### config.mk
export PLATFORM = sky130hd
export DESIGN_NAME = refsel_ctrl
export DESIGN_NICKNAME = d
export VERILOG_FILES = /design/src/rtl/refsel_pkg.sv /design/src/rtl/refsel_sync.sv /design/src/rtl/refsel_fault_qual.sv /design/src/rtl/refsel_holdoff.sv /design/src/rtl/refsel_ctrl.sv
export SDC_FILE = /design/constraint.sdc
export NUM_CORES = 1
export LEC_CHECK = 0
export BUFFER_PORTS_ARGS = -buffer_cell sky130_fd_sc_hd__buf_2
export CAP_MARGIN = 10
export CORE_MARGIN = 8
export CORE_UTILIZATION = 25
export DETAILED_ROUTE_END_ITERATION = 8
export GPL_ROUTABILITY_DRIVEN = 0
export HOLD_SLACK_MARGIN = 0.06
export PLACE_DENSITY = 0.49
export SYNTH_ARGS = -nofsm -noshare
export SYNTH_HDL_FRONTEND = slang
export SYNTH_SLANG_ARGS = --single-unit
### constraint.sdc
create_clock -name clk -period 2.69 [get_ports clk]
set_input_delay 0.269 -clock clk [delete_from_list [all_inputs] [get_ports clk]]
set_output_delay 0.269 -clock clk [all_outputs]
set_load 0.02 [all_outputs]
### src/rtl/refsel_pkg.sv
package refsel_pkg;
    typedef enum logic [1:0] {
        ST_MANUAL = 2'd0,
        ST_WATCH  = 2'd1,
        ST_HOLD   = 2'd2
    } sel_state_e;
endpackage

### src/rtl/refsel_sync.sv
module refsel_sync #(
    parameter int WIDTH  = 1,
    parameter int STAGES = 2
) (
    input  logic             clk,
    input  logic             rst,
    input  logic [WIDTH-1:0] d,
    output logic [WIDTH-1:0] q
);
    logic [WIDTH-1:0] stage_q [STAGES];

    always_ff @(posedge clk) begin
        if (rst) begin
            for (int i = 0; i < STAGES; i++) stage_q[i] <= '0;
        end else begin
            stage_q[0] <= d;
            for (int i = 1; i < STAGES; i++) stage_q[i] <= stage_q[i-1];
        end
    end

    assign q = stage_q[STAGES-1];
endmodule

### src/rtl/refsel_fault_qual.sv
module refsel_fault_qual #(
    parameter int QUAL_CYCLES = 16
) (
    input  logic clk,
    input  logic rst,
    input  logic clr,
    input  logic lol,
    output logic fault
);
    localparam int CW = $clog2(QUAL_CYCLES + 1);
    localparam logic [CW-1:0] LAST = CW'(QUAL_CYCLES - 1);
    localparam logic [CW-1:0] TOP  = CW'(QUAL_CYCLES);

    logic [CW-1:0] run_q;

    always_ff @(posedge clk) begin
        if (rst || clr || !lol) run_q <= '0;
        else if (run_q != TOP)  run_q <= run_q + 1'b1;
    end

    assign fault = !clr && lol && (run_q == LAST);

    generate
        if (QUAL_CYCLES > 1) begin : g_glitch_chk

            glitch_reject_chk: assert property (@(posedge clk) disable iff (rst)
                $rose(lol) |-> !fault);
        end
    endgenerate
endmodule

### src/rtl/refsel_holdoff.sv
module refsel_holdoff #(
    parameter int HOLDOFF_CYCLES = 4096
) (
    input  logic clk,
    input  logic rst,
    input  logic load,
    output logic done
);
    localparam int HW = (HOLDOFF_CYCLES > 1) ? $clog2(HOLDOFF_CYCLES) : 1;
    localparam logic [HW-1:0] START = HW'(HOLDOFF_CYCLES - 1);

    logic [HW-1:0] left_q;

    always_ff @(posedge clk) begin
        if (rst)                left_q <= '0;
        else if (load)          left_q <= START;
        else if (left_q != '0)  left_q <= left_q - 1'b1;
    end

    assign done = (left_q == '0);
endmodule

### src/rtl/refsel_ctrl.sv
module refsel_ctrl
    import refsel_pkg::*;
#(
    parameter int QUAL_CYCLES    = 16,
    parameter int HOLDOFF_CYCLES = 4096
) (
    input  logic clk,
    input  logic rst,
    input  logic lol_in,
    input  logic auto_en_in,
    input  logic man_sel_in,
    output logic ref_mux_sel,
    output logic ref_ack
);
    logic [2:0] raw_in, sync_out;
    logic       lol_s, auto_s, man_s;
    logic       fault, hold_done, qual_clr, hold_load;

    sel_state_e state_q, state_d;
    logic       active_q, active_d;

    assign raw_in = {lol_in, auto_en_in, man_sel_in};

    refsel_sync #(.WIDTH(3), .STAGES(2)) u_sync (
        .clk(clk), .rst(rst), .d(raw_in), .q(sync_out)
    );
    assign {lol_s, auto_s, man_s} = sync_out;

    refsel_fault_qual #(.QUAL_CYCLES(QUAL_CYCLES)) u_qual (
        .clk(clk), .rst(rst), .clr(qual_clr), .lol(lol_s), .fault(fault)
    );

    refsel_holdoff #(.HOLDOFF_CYCLES(HOLDOFF_CYCLES)) u_hold (
        .clk(clk), .rst(rst), .load(hold_load), .done(hold_done)
    );

    // state register
    always_ff @(posedge clk) begin
        if (rst) begin
            state_q  <= ST_MANUAL;
            active_q <= 1'b0;
        end else begin
            state_q  <= state_d;
            active_q <= active_d;
        end
    end

    // next state
    always_comb begin
        state_d  = state_q;
        active_d = active_q;
        unique case (state_q)
            ST_MANUAL: begin
                active_d = man_s;
                if (auto_s) state_d = ST_WATCH;
            end
            ST_WATCH: begin
                if (!auto_s) begin
                    state_d  = ST_MANUAL;
                    active_d = man_s;
                end else if (fault) begin
                    state_d  = ST_HOLD;
                    active_d = !active_q;
                end
            end
            ST_HOLD: begin
                if (!auto_s) begin
                    state_d  = ST_MANUAL;
                    active_d = man_s;
                end else if (hold_done) begin
                    state_d = ST_WATCH;
                end
            end
            default: begin
                state_d  = ST_MANUAL;
                active_d = 1'b0;
            end
        endcase
    end

    // outputs
    always_comb begin
        ref_mux_sel = active_q;
        ref_ack     = active_q;
        qual_clr    = (state_q != ST_WATCH);
        hold_load   = (state_q == ST_WATCH) && auto_s && fault;
    end


    manual_follow_chk: assert property (@(posedge clk) disable iff (rst)
        (state_q == ST_MANUAL) |=> (active_q == $past(man_s)));

    auto_entry_chk: assert property (@(posedge clk) disable iff (rst)
        (state_q == ST_MANUAL && auto_s) |=> (state_q == ST_WATCH));

    no_revert_chk: assert property (@(posedge clk) disable iff (rst)
        (state_q != ST_MANUAL && auto_s && !fault) |=> $stable(active_q));

    fault_switch_chk: assert property (@(posedge clk) disable iff (rst)
        (state_q == ST_WATCH && auto_s && fault)
        |=> (state_q == ST_HOLD && active_q != $past(active_q)));

    holdoff_mask_chk: assert property (@(posedge clk) disable iff (rst)
        (state_q == ST_HOLD) |-> !fault);

    reset_state_chk: assert property (@(posedge clk)
        rst |=> (state_q == ST_MANUAL && !active_q && hold_done));
endmodule

==> flow_summary.ini, run 1 <==
[clock_network]
cts_hold_buf = 0
post_cts.repair.setup_buffers = 0
clk_latency_ps = 260
cts_max_level = 1
root_buffer = clkbuf_8
cts_buffers = 3
clk_path_buf_depth = 2
cts_resized = 0
cts_tree = built
cts_sinks = 26
clkTransAtPathRegs_ps = 90

[timing]
finalHoldViolCount = 0
rsz0062_at_grt = false
tightestPinTransition_ps = 643
final-max-slew-violation-count = 0
layout_setup_ws_ps = 872
clock_skew_ps = 1.59
post-route-period-util = 0.676
slew_headroom = 0.566
finalSetupTns_ps = 0
setup_viol = 0
fmax_mhz = 550
min_period_ps = 1820

[global_routing]
grt-ovfl-total = 0
track_usage = 0.0615
grt_pass1_wl_um = 3790
grt_antenna_before_repair = 0
grt_max_degree = 24
grt_pass1_vias = 889

[logic_synthesis]
synth_area_leaders = dfxtp_1 (43%), ha_1 (5.2%), a21oi_1 (4.6%)
mappedNetlistArea_um2 = 1210
avgSynthCellArea_um2 = 9.17
synth.distinct_cells = 40
ys_seq_area_frac = 0.430
synth_nets = 142
synth-seq-cells = 26
synth.top_cell.area_share = 0.430
synth.largest_area_cell = dfxtp_1
syn-instance-count = 132
ys.warnings.count = 0

[final_layout]
nFillCells = 513
antennaDiodeCount = 0
syn2layout_area_growth_pct = 13.9
drive_above_1_share = 0.136
fin_nets = 151

[setup_path]
worstSetupPathType = reg -> reg
worstPathRequired_ps = 2830
reg2regPathDepth = 4
cp_max_fo = 8
worst_ep_arrival_time_ps = 1960
start_kind = flip-flop
setup.worst_path.end_class = flip-flop

[worst_hold_path]
holdPathStages = 2
hold_path.class = in -> reg

[die]
num_io_pins = 7
dieArea_um2 = 7320
num_rows = 25
die_w_um = 85.6
fp.coreArea_um2 = 4690
initial_core_util = 0.258
die_height_um = 85.6

[power]
power_density_nw_per_um2 = 1090
peakVddDrop_uv = 415
p_leak_nw = 0.496

[run_status]
outcome = finished, final reports clean

[routing]
drc = 0
ant_nets = 0
routed-via-count = 951
vias_per_cell = 4.90
wl_um = 2210
post_drt_wl_per_cell_um = 11.4
firstDrtPassIters = 4
drtIter0Drc = 28

[place]
pre_cts_ws_ps = 861
dp_hpwl_um = 1650
portBuffers = 6

[job]
cap_viol_max_count = 0
-- power breakdown --
part	switching, mW	internal (mW)	leakage (nW)
Sequential	0.107	0.468	0.213
Combinational	0.305	0.301	0.248
Clock	0.117	0.199	0.0357
-- worst paths after layout --
path / from / end / slack [ps]
worst min register to register: u_sync.stage_q[0][2]$_SDFF_PP0_ / u_sync.stage_q[0][5]$_SDFF_PP0_ / 440
worst max-delay path: u_hold.left_q[4]$_SDFFE_PP0P_ / u_hold.left_q[1]$_SDFFE_PP0P_ / 870
worst max register to register: u_hold.left_q[4]$_SDFFE_PP0P_ / u_hold.left_q[1]$_SDFFE_PP0P_ / 870
worst min-delay path: lol_in / u_sync.stage_q[0][2]$_SDFF_PP0_ / 210
-- through the flow --
| step | area [µm²] | cells | hold slack, ps | total power, mW | util |
|---|---|---|---|---|---|
| finish | 1380 | 194 | 211 | 1.50 | 0.294 |
| global route | 1380 | 194 | 212 | 1.62 | 0.294 |
| CTS | 1380 | 194 | 205 | 1.51 | 0.294 |
| detailed placement | 1310 | 190 | 425 | 1.19 | 0.278 |
| global placement | 1310 | 190 | 422 | 1.18 | 0.278 |
| floorplan | 1210 | 132 | 368 | 1.05 | - |
-- cell type report --
class,count,area [µm²],share of cell area
multi-input cells,93,636,0.461
flip-flops and latches,26,520,0.378
well taps,54,67.6,0.0490
repair buffers,9,52.6,0.0381
clock buffers,3,41.3,0.0300
clock inverters,1,30.0,0.0218
inverters,8,30.0,0.0218
-- routing by layer --
layer	track usage	vias up	part of all wire
met2	0.101	5	0.47
met1	0.0784	456	0.51
met3	0.00860	2	0.012
li1	-	488	-
met4	0.0255	0	0.0077
met5	0	-	0
-- flip-flops by register name, indices dropped and copies added, names as in the netlist --
| name | count |
|---|---|
| u_qual.run_q | 5 |
| state_q | 2 |
| u_sync.stage_q | 6 |
| ref_ack | 1 |
| u_hold.left_q | 12 |
-- layout by cell type (no fill, tap or decap), types with 2 or more instances in the layout --
master,count
nor2b_1,7
nand3_1,5
nand2_1,9
xnor2_1,6
ha_1,5
nor2_1,8
clkbuf_8,3
dfxtp_1,26
buf_4,3
nand4_1,2
nor3_1,3
xor2_1,3
a21oi_1,11
a211oi_1,2
inv_1,8
o21ai_0,3
buf_2,6
nor3b_1,2
a31oi_1,5
a311oi_1,2
-- critical path, stage by stage, from the launching register on --
cell and delay (ps):
dfxtp_1 390, nor4_2 600, nand3_1 360, nor3b_1 270, a311oi_1 70
-- kinds of logic after synthesis --
kind of cell / synth area share
and+or+nand+nor: 0.248
adders and majority gates: 0.0517
DFF: 0.430
AOI/OAI and AO/OA: 0.152
buffers and inverters: 0.0445
xor gates and xnor gates: 0.0652
muxes: 0.00827
-- cells in the mapped netlist --
master      n
inv_1       8
nor3_1      3
or4_4       1
o31ai_1     1
clkbuf_1    3
xor2_1      3
nor4_2      1
o2111ai_1   1
or3_1       1
a31oi_1     5
nor2_1      8
o41ai_1     1
a21oi_1    11
buf_4       1
ha_1        5
nor2b_1     7
clkbuf_2    1
a211oi_1    2
nand3b_1    1
nand3_1     5
nor4bb_1    1
mux2i_1     1
nor4b_2     1
a221o_1     1
nor3b_1     2
nand2b_1    1
nand4b_1    1
o21ai_0     3
nand2_1     9
nor4_1      1
and3b_1     1
nand4_1     2
or4_1       1
xnor2_1     6
a2111oi_2   1
a311oi_1    2
or4b_2      1
dfxtp_1    26
or3b_2      1
and3_1      1
No activity file was read; power rests on OpenSTA's default activity.
==> run 2: changes to the inputs <==
clock period = 1.85 ns   (was 2.69 ns; I/O delays follow)
==> flow_summary.ini, run 2 (same netlist as run 1, synthesis figures left out) <==
[global_routing]
grt_pass1_wl_um = 4600
grt-ovfl-total = 0
grt_max_degree = 24
grt_pass1_vias = 1007
use_met3 = 0.0124
met1_usage = 0.0932
grt_antenna_before_repair = 0
track_usage = 0.0751
gr-max-usage-layer = met2
use_met2 = 0.126

[routing]
drc = 0
ant_nets = 0
post_drt_wl_per_cell_um = 12.8
drtIter0Drc = 18
wl_um = 2540
routed-via-count = 991
firstDrtPassIters = 4
vias_per_cell = 4.98

[place]
place_inst = 195
portBuffers = 6
dp_hpwl_um = 1830

[die]
dieArea_um2 = 7320
initial_core_util = 0.258
fp.coreArea_um2 = 4690
num_io_pins = 7
die_height_um = 85.6
num_rows = 25
die_w_um = 85.6

[setup_path]
cp_max_fo = 5
start_kind = flip-flop
reg2regPathDepth = 6
setup.worst_path.end_class = flip-flop
worstSetupPathType = reg -> reg
worst_ep_arrival_time_ps = 1930
worstPathRequired_ps = 2000

[timing]
post-route-period-util = 0.961
fmax_mhz = 563
rsz0062_at_grt = false
finalHoldViolCount = 0
slew_headroom = 0.655
tightestPinTransition_ps = 513
final-max-slew-violation-count = 0
setup_viol = 0
clock_skew_ps = 4.71
min_period_ps = 1780
finalSetupTns_ps = 0

[run_status]
outcome = finished, final reports clean

[job]
cap_viol_max_count = 0

[final_layout]
layoutNonFillerInstCount = 199
final_common_cell = dfxtp_1
syn2layout_area_growth_pct = 18.1
top_register = u_hold.left_q
antennaDiodeCount = 0
reg_top3 = u_hold.left_q (12), u_sync.stage_q (6), u_qual.run_q (5)
largest_reg_flops = 12
drive_above_1_share = 0.193
layout_common_cells = dfxtp_1 (24), a21oi_1 (11), nand2_1 (9)
fin_nets = 156

[clock_network]
root_buffer = clkbuf_8
post_cts.repair.setup_buffers = 0
cts_tree = built
cts_max_level = 1
cts_buffers = 3
clk_path_buf_depth = 2
cts_resized = 0
cts_hold_buf = 0
clkTransAtPathRegs_ps = 100
clk_latency_ps = 270
cts_sinks = 26

[power]
p_sw_mw = 0.865
p_int_mw = 1.49
peakVddDrop_uv = 614
swShare = 0.367
combPwrFrac = 0.449
power_frac_clock = 0.202
power_density_nw_per_um2 = 1650
p_leak_nw = 0.523
seq_power_share = 0.349

[worst_hold_path]
holdPathStages = 2
hold_path.class = in -> reg
-- run 2: layout make-up --
class	instances	area, µm²
clock buffer	3	41.3
clock inverter	1	30.0
fill	485	3260
inverter	8	30.0
multi-input combinational	93	647
sequential	26	523
tap	54	67.6
timing repair buffer	14	90.1
-- run 2: worst paths after layout --
kind                                        start                              end  slack [ps]
setup reg to reg    u_hold.left_q[0]$_SDFFE_PP0P_   u_hold.left_q[10]$_SDFFE_PP0P_          70
hold reg to reg   u_sync.stage_q[0][2]$_SDFF_PP0_  u_sync.stage_q[0][5]$_SDFF_PP0_         450
hold / removal                             lol_in  u_sync.stage_q[0][2]$_SDFF_PP0_         120
setup / recovery    u_hold.left_q[0]$_SDFFE_PP0P_   u_hold.left_q[10]$_SDFFE_PP0P_          70
-- run 2: power groups by stage --
stage	Clock [mW]	Sequential, mW	Combinational (mW)
2_1_floorplan	0	0.795	0.728
3_3_place_gp	0	0.816	1.01
3_5_place_dp	0	0.825	1.02
4_1_cts	0.495	0.813	1.02
5_1_grt	0.518	0.845	1.18
6_report	0.477	0.823	1.06
-- run 2: routing by layer --
metal | wire, µm | vias up | part of all wire
li1 | - | 502 | -
met1 | 1210 | 468 | 0.47
met2 | 1230 | 17 | 0.48
met3 | 91 | 4 | 0.036
met4 | 18 | 0 | 0.0071
met5 | 0 | - | 0
-- run 2: per-stage QoR --
step	util	instance area (µm²)	hold WS, ps	setup slack (ps)	power, mW
floorplan	-	1210	284	158	1.52
global placement	0.286	1340	405	91.1	1.83
detailed placement	0.286	1340	404	73.4	1.84
CTS	0.302	1420	112	47.6	2.33
global route	0.305	1430	108	4.68	2.54
finish	0.305	1430	117	72.8	2.36
-- run 2: critical path: stages, from the launching register on --
cell	delay [ps]
dfxtp_2	350
inv_1	80
ha_1	170
or4b_2	610
o2111ai_2	190
xor2_1	160
a21oi_1	80
